$ cat config.mk
export PLATFORM = sky130hd
export DESIGN_NAME = hw_semaphore_bank
export DESIGN_NICKNAME = d
export VERILOG_FILES = /design/src/rtl/hw_semaphore_bank.sv
export SDC_FILE = /design/constraint.sdc
export NUM_CORES = 1
export LEC_CHECK = 0
export BUFFER_PORTS_ARGS = -buffer_cell sky130_fd_sc_hd__buf_2
export CAP_MARGIN = 20
export CORE_MARGIN = 8
export CORE_UTILIZATION = 60
export DETAILED_ROUTE_END_ITERATION = 10
export HOLD_SLACK_MARGIN = 0.08
export PLACE_DENSITY = 0.82
export SLEW_MARGIN = 5
export SYNTH_ARGS = -nofsm -noshare
export SYNTH_HDL_FRONTEND = slang
export SYNTH_SLANG_ARGS = --single-unit
$ cat constraint.sdc
create_clock -name clk -period 4.8 [get_ports clk]
set_input_delay 0.24 -clock clk [delete_from_list [all_inputs] [get_ports clk]]
set_output_delay 0.24 -clock clk [all_outputs]
set_load 0.02 [all_outputs]
$ cat src/rtl/hw_semaphore_bank.sv
module hw_semaphore_bank #(
  parameter int NPORT     = 2,
  parameter int NSEM      = 32,
  parameter int AW        = 8,
  parameter int DW        = 32,
  parameter int IDW       = 4,
  parameter int SEM_BASE  = 'h08,
  parameter int CTRL_ADDR = 'h00
) (
  input  logic                       clk,
  input  logic                       rst_n,
  input  logic [NPORT-1:0]           bus_we,
  input  logic [NPORT-1:0][AW-1:0]   bus_addr,
  input  logic [NPORT-1:0][DW-1:0]   bus_wdata,
  input  logic [NPORT-1:0][IDW-1:0]  bus_mid,
  output logic [NPORT-1:0][DW-1:0]   bus_rdata
);
  localparam int SEM_END = SEM_BASE + 4 * NSEM;
  localparam int IXW     = (NSEM > 1) ? $clog2(NSEM) : 1;

  logic [NSEM-1:0][IDW-1:0] own_q, own_d;
  logic                     ctrl_q, ctrl_d;
  logic [NPORT-1:0]         sem_hit, ctrl_hit;
  logic [NPORT-1:0][IXW-1:0] sem_ix;

  always_comb begin
    for (int p = 0; p < NPORT; p++) begin
      sem_hit[p]  = (int'(bus_addr[p]) >= SEM_BASE) && (int'(bus_addr[p]) < SEM_END)
                    && (bus_addr[p][1:0] == 2'b00);
      sem_ix[p]   = IXW'((int'(bus_addr[p]) - SEM_BASE) >> 2);
      ctrl_hit[p] = int'(bus_addr[p]) == CTRL_ADDR;
    end
  end

  // Ports walked high to low so the lowest index is applied last and wins.
  always_comb begin
    own_d  = own_q;
    ctrl_d = ctrl_q;
    for (int p = NPORT - 1; p >= 0; p--) begin
      if (bus_we[p] && sem_hit[p] && bus_mid[p] != '0) begin
        if (own_q[sem_ix[p]] == '0 && bus_wdata[p] == DW'(bus_mid[p]))
          own_d[sem_ix[p]] = bus_mid[p];
        else if (own_q[sem_ix[p]] == bus_mid[p] && bus_wdata[p] == '0)
          own_d[sem_ix[p]] = '0;
      end
      if (bus_we[p] && ctrl_hit[p])
        ctrl_d = bus_wdata[p][0];
    end
  end

  always_ff @(posedge clk or negedge rst_n) begin
    if (!rst_n) begin
      own_q  <= '0;
      ctrl_q <= 1'b0;
    end else begin
      own_q  <= own_d;
      ctrl_q <= ctrl_d;
    end
  end

  always_comb begin
    for (int p = 0; p < NPORT; p++) begin
      bus_rdata[p] = '0;
      if (sem_hit[p])
        bus_rdata[p][IDW-1:0] = own_q[sem_ix[p]];
      else if (ctrl_hit[p])
        bus_rdata[p][0] = ctrl_q;
    end
  end

  generate
    for (genvar i = 0; i < NSEM; i++) begin : g_sem_chk
      p_no_handover_r3: assert property (@(posedge clk) disable iff (!rst_n)
        ($past(own_q[i]) != '0 && own_q[i] != $past(own_q[i])) |-> own_q[i] == '0)
        else $error("semaphore %0d changed owner without release", i);

      p_change_needs_write_r8: assert property (@(posedge clk) disable iff (!rst_n)
        (own_q[i] != $past(own_q[i])) |-> $past(|bus_we))
        else $error("semaphore %0d changed without a write", i);
    end
    for (genvar p = 0; p < NPORT; p++) begin : g_port_chk
      p_upper_zero_r2: assert property (@(posedge clk) disable iff (!rst_n)
        bus_rdata[p][DW-1:IDW] == '0)
        else $error("port %0d read data has upper bits set", p);
    end
  endgenerate

  p_ctrl_needs_write_r9: assert property (@(posedge clk) disable iff (!rst_n)
    (ctrl_q != $past(ctrl_q)) |-> $past(|bus_we))
    else $error("control bit changed without a write");
endmodule

# After elaboration in Yosys (flattened, before gate mapping)
# Index checks and enable logic that the tools add are counted.
# W data, S select, Z words.
[word_totals]
regBits = 129
in_bits = 92
out_inout_bits = 64
wordCells = 102
[classes]
n_addsub = 2
n_lt_le_gt_ge = 8
n_eq_ne = 4
mux = 24
n_bitwise = 4
n_reduce_logical = 27
[ops]
columns = ["cell", "count"]
rows = [
  ["$mux W128", 6],
  ["$and A128 B128 Y128", 2],
  ["$bwmux W128", 2],
  ["$not A128 Y128", 2],
  ["$eq A32 B4 Y1", 2],
  ["$logic_not A32 Y1", 2],
  ["$bmux W4 S5", 2],
  ["$demux W4 S5", 2],
  ["$ge A8 B4 Y1 const B", 2],
  ["$logic_and A1 B1 Y1", 16],
  ["$logic_not A8 Y1", 2],
  ["$lt A8 B8 Y1 const B", 2],
  ["$mux W4", 4],
  ["$sub A7 B4 Y7 const B", 2],
  ["$lt A5 B6 Y1 const B", 2],
  ["$ge A5 B1 Y1 const B", 2],
  ["$eq A4 B4 Y1", 2],
  ["$logic_not A4 Y1", 2],
  ["$reduce_bool A4 Y1", 2],
  ["$mux W1", 6],
  ["$mux W3", 2],
  ["$logic_not A2 Y1", 2],
  ["$reduce_bool A2 Y1", 1],
]

# Depth between registers and ports, before layout
[logic_depth]
ltp_word = 14
ltp_mapped = 19
depth_no_buf = 11

# Least setup slack after synthesis
# Ideal clock, no wire load.
[synth_timing]
path_type = "input-to-reg"
from = "input bus_addr[11] (netlist bit)"
to = "register own_q[123] (netlist bit)"
t_arrival_ps = 4045
t_required_ps = 4662
slack_ps = 617
path_stages = 17
path_buffers = 7
path_cell_list = "buf_4 buf_2 buf_2 inv_1 ha_1 clkbuf_1 buf_2 mux2_2 o221ai_1 o22ai_1 or3_1 a222oi_1 a21oi_2 buf_6 buf_6 a221oi_1 a22oi_1"
[synth_rtl]
columns = ["item", "line", "text"]
rows = [
  ["from (decl)", "13", "input logic [NPORT-1:0][AW-1:0] bus_addr,"],
  ["to (signal assigned)", "56", "own_q <= own_d;"],
  ["to (decl)", "21", "logic [NSEM-1:0][IDW-1:0] own_q, own_d;"],
]

==> run summary <==
The run finished with clean final reports. The tree is rooted in a clkbuf_16. The met3 usage in global routing came out at approximately an eighth. The layer with the highest usage is met2. At the end of routability-driven placement, the weighted congestion stood at about 1.0.

The count of input and output buffers is 99. The clock tree synthesis step divided the H-tree into 4 levels. The gate count of the mapped netlist is about 1500. The final-stage net count is between 1500 and 2000. The cell area after technology mapping is 12000 um2. The library cell used most frequently in the layout, excluding fill and tap cells, is nor2_1.

The via count of the first global-routing pass is 12792. The placed instance count came out at around 1800. The number of setup buffers added after CTS is 0. 0 antenna diodes ended up in the layout.

In the synthesized netlist the dominant register cell turns out to be dfrtp_1. Clock-pin slew was measured on the worst setup and hold paths at about 0.060 ns. The flop and latch count out of synthesis came out at 129.

The iteration count of the initial detailed-routing pass came out at 10. The worst setup path is launched from a primary input. The floorplan has 51 rows. The top cell types in the final layout, fill and taps aside, are nor2_1 (141), nand2_1 (131), dfrtp_1 (129). Global routing used ~39% of the available tracks across all layers. The sequential element share of the synthesized area is between 20% and 30%. The clock sink count is about 130. After detailed routing, the number of remaining DRC violations is 0.

Using the TritonRoute via totals, the vias-per-cell ratio works out to ~7.5. The number of vias in the routed layout is approximately 13000. The first global-routing pass estimated ~74 mm of wire. Data on the critical path arrives at its endpoint at 4.37 ns. The die covers about 25000 um2. The number of gates given a new drive strength after cts came out at 0. Setup repair after global routing left no endpoint under its margin.

The worst max-slew margin expressed relative to the limit came out at 23.6%. After detailed routing, the total wire length is around 49 mm. The number of cells in the finished layout apart from fillers is 1800. The proportion of register bits with asynchronous set or reset after synthesis is 100%.

The highest attainable clock frequency is 246 MHz. The top-level I/O count came out at about 160. The number of buffers on the longest clock path came out at 2. The number of fillers in the final layout is between 1500 and 2000. For the pin with the worst max-slew slack, the measured transition is about 1.1 ns. The TritonCTS clock tree is done. The number of endpoints with negative hold slack in the final report is 0. The TritonCTS buffer count is 17. In this run the vertical extent of the chip is 157 um. The met2 capacity usage during global routing is 59.2%. The worst setup slack before clock tree synthesis is about 0.40 ns. The insertion delay to the later sink of the worst-skew pair is roughly 0.44 ns. The wire length per cell is 27.2 um. In this run the power density over the cells is approximately 210 nW/um2. In this run, distinct cell masters in the synthesized netlist total 66. Along the worst path, the maximum fanout reaches between 80 and 90. Of the available clock period, the critical path in the final layout requires between 80% and 90%. The share of the core filled with cells came out at approximately two thirds. The sum of negative setup slack is 0 ns. After the first detailed-routing iteration, the DRC count stood at about 2300.

The min-delay analysis places its worst path in the category in2reg. From synthesis to final layout, the design area changed by 9.54%. Of the cells placed in the final design, the portion with a size suffix greater than 1 is between 10% and 20%. During synthesis, Yosys emitted a total of 0 warnings. The reported leakage power came out at approximately 5.5 nW. Global routing finished with a remaining overflow of 0. The count of hold buffers inserted by post-cts repair is 2. STA classifies the critical path endpoint as a register.

The global routing met1 resource utilization came out at a little under 50%. The detail route stage leaves a number of antenna-violating nets equal to 0. The number of enable-type register cells in the synthesized netlist is 0. The worst setup margin came out at roughly 0.73 ns. The initial antenna violation count is 2.

The standard cell core area came out at 19500 um2. Entering global routing, the biggest net connects 91 pins. Each instance of the synthesized netlist takes up on average between 8 and 9 um2.

Across the VDD grid, the largest voltage drop is approximately 0.27 mV. The total power consumption of the routed design is approximately 0.0028 W. The number of max-cap violations came out at 0. The minimum clock period after layout is a little over 4 ns. The required time of the critical path came out at ~5.1 ns. The setup path with the least slack is of type in2reg. The worst clock skew is approximately 0.014 ns. The HPWL after detailed placement came out at between 30 and 40 mm. The final setup violation count is 0.

The final count of pins violating max slew came out at 0. The width of the die is 157 um. The initial utilization of the core area, before any placement, comes to about three fifths.
[final timing paths]
check | start | to | slack, ns | cells after the start
min | bus_wdata[0] | ctrl_q$_DFFE_PN0P_ | 0.11 | 3
max reg2reg | own_q[64]$_DFF_PN0_ | own_q[27]$_DFF_PN0_ | 0.89 | 8
max | bus_addr[12] | own_q[20]$_DFF_PN0_ | 0.73 | 13
min reg2reg | own_q[107]$_DFF_PN0_ | own_q[107]$_DFF_PN0_ | 0.56 | 2
max in group asynchronous | rst_n | own_q[4]$_DFF_PN0_ | 3.25 | 3
min in group asynchronous | rst_n | own_q[109]$_DFF_PN0_ | 0.44 | 2
[cell usage after synthesis (all sizes together), types with 6 or more instances]
cell type	number	area [um2]
a2111oi	36	315
a21boi	12	90.1
a21oi	115	579
a221oi	53	464
a22oi	98	736
a32oi	28	245
and2	41	257
buf	105	706
clkbuf	75	282
dfrtp	129	3230
inv	23	86.3
mux2	12	135
mux2i	25	250
mux4	48	1080
nand2	132	498
nand2b	7	43.8
nand3	72	365
nor2	143	544
nor2b	60	375
nor3	94	485
nor4	23	159
o2111ai	11	96.3
o21ai	27	135
o22ai	13	81.3
o31ai	9	67.6
or2	6	37.5
or3	17	106
xnor2	9	78.8
[worst max-delay path, cell delays in order]
cell,delay (ns)
buf_2,0.12
inv_1,0.05
ha_2,0.82
buf_4,0.32
mux2_2,0.37
o221ai_1,0.23
o22ai_1,0.21
or3_1,0.40
a222oi_1,0.54
a21oi_4,0.13
buf_12,0.24
a2111oi_0,0.53
a21oi_1,0.08
[registers in the layout (all words and copies together), names as in the netlist]
register	count
own_q	128
ctrl_q	1
[report_power, final]
| part | switching (W) | internal [W] |
|---|---|---|
| Clock | 0.000524 | 0.000704 |
| Combinational | 0.000328 | 0.000126 |
| Sequential | 0.00000209 | 0.00109 |
[cells by family (layout without fill, tap and decap cells)]
group                    count (synthesis)  after routing  share of synthesized area, %
AO/OA/AOI/OAI                          429            429                          25.5
buffers and inverters                  204            207                          8.98
multiplexers                            85             85                          12.2
other                                    1             56                        0.0313
adder cells (fa/ha/maj)                  2              2                         0.209
AND/OR/NAND/NOR                        613            613                          25.1
XOR/XNOR                                14             14                          1.02
flip-flops                             129            129                          26.9
[metrics by stage]
step / hold slack [ns] / instance area, um2
5_1_grt: 0.124 / 13100
4_1_cts: 0.0996 / 13100
6_report: 0.105 / 13100
2_1_floorplan: -0.0556 / 12200
3_5_place_dp: 0.386 / 12600
3_3_place_gp: 0.384 / 12600
[layer usage]
metal	part of all wire (%)	vias up
met4	7.1	4
met2	43	1326
met1	35	6196
li1	-	5618
met5	0.053	-
met3	15	336
[cell type report]
type / count / area (um2) / share of cell area, %
timing repair buffer: 154 / 1030 / 7.86
sequential: 129 / 3230 / 24.6
multi-input combinational: 1199 / 7930 / 60.4
inverter: 24 / 90.1 / 0.686
clock buffer: 24 / 492 / 3.74
tap: 265 / 332 / 2.52
clock inverter: 5 / 31.3 / 0.238
Note: power is estimated with default switching activity, not from simulation.
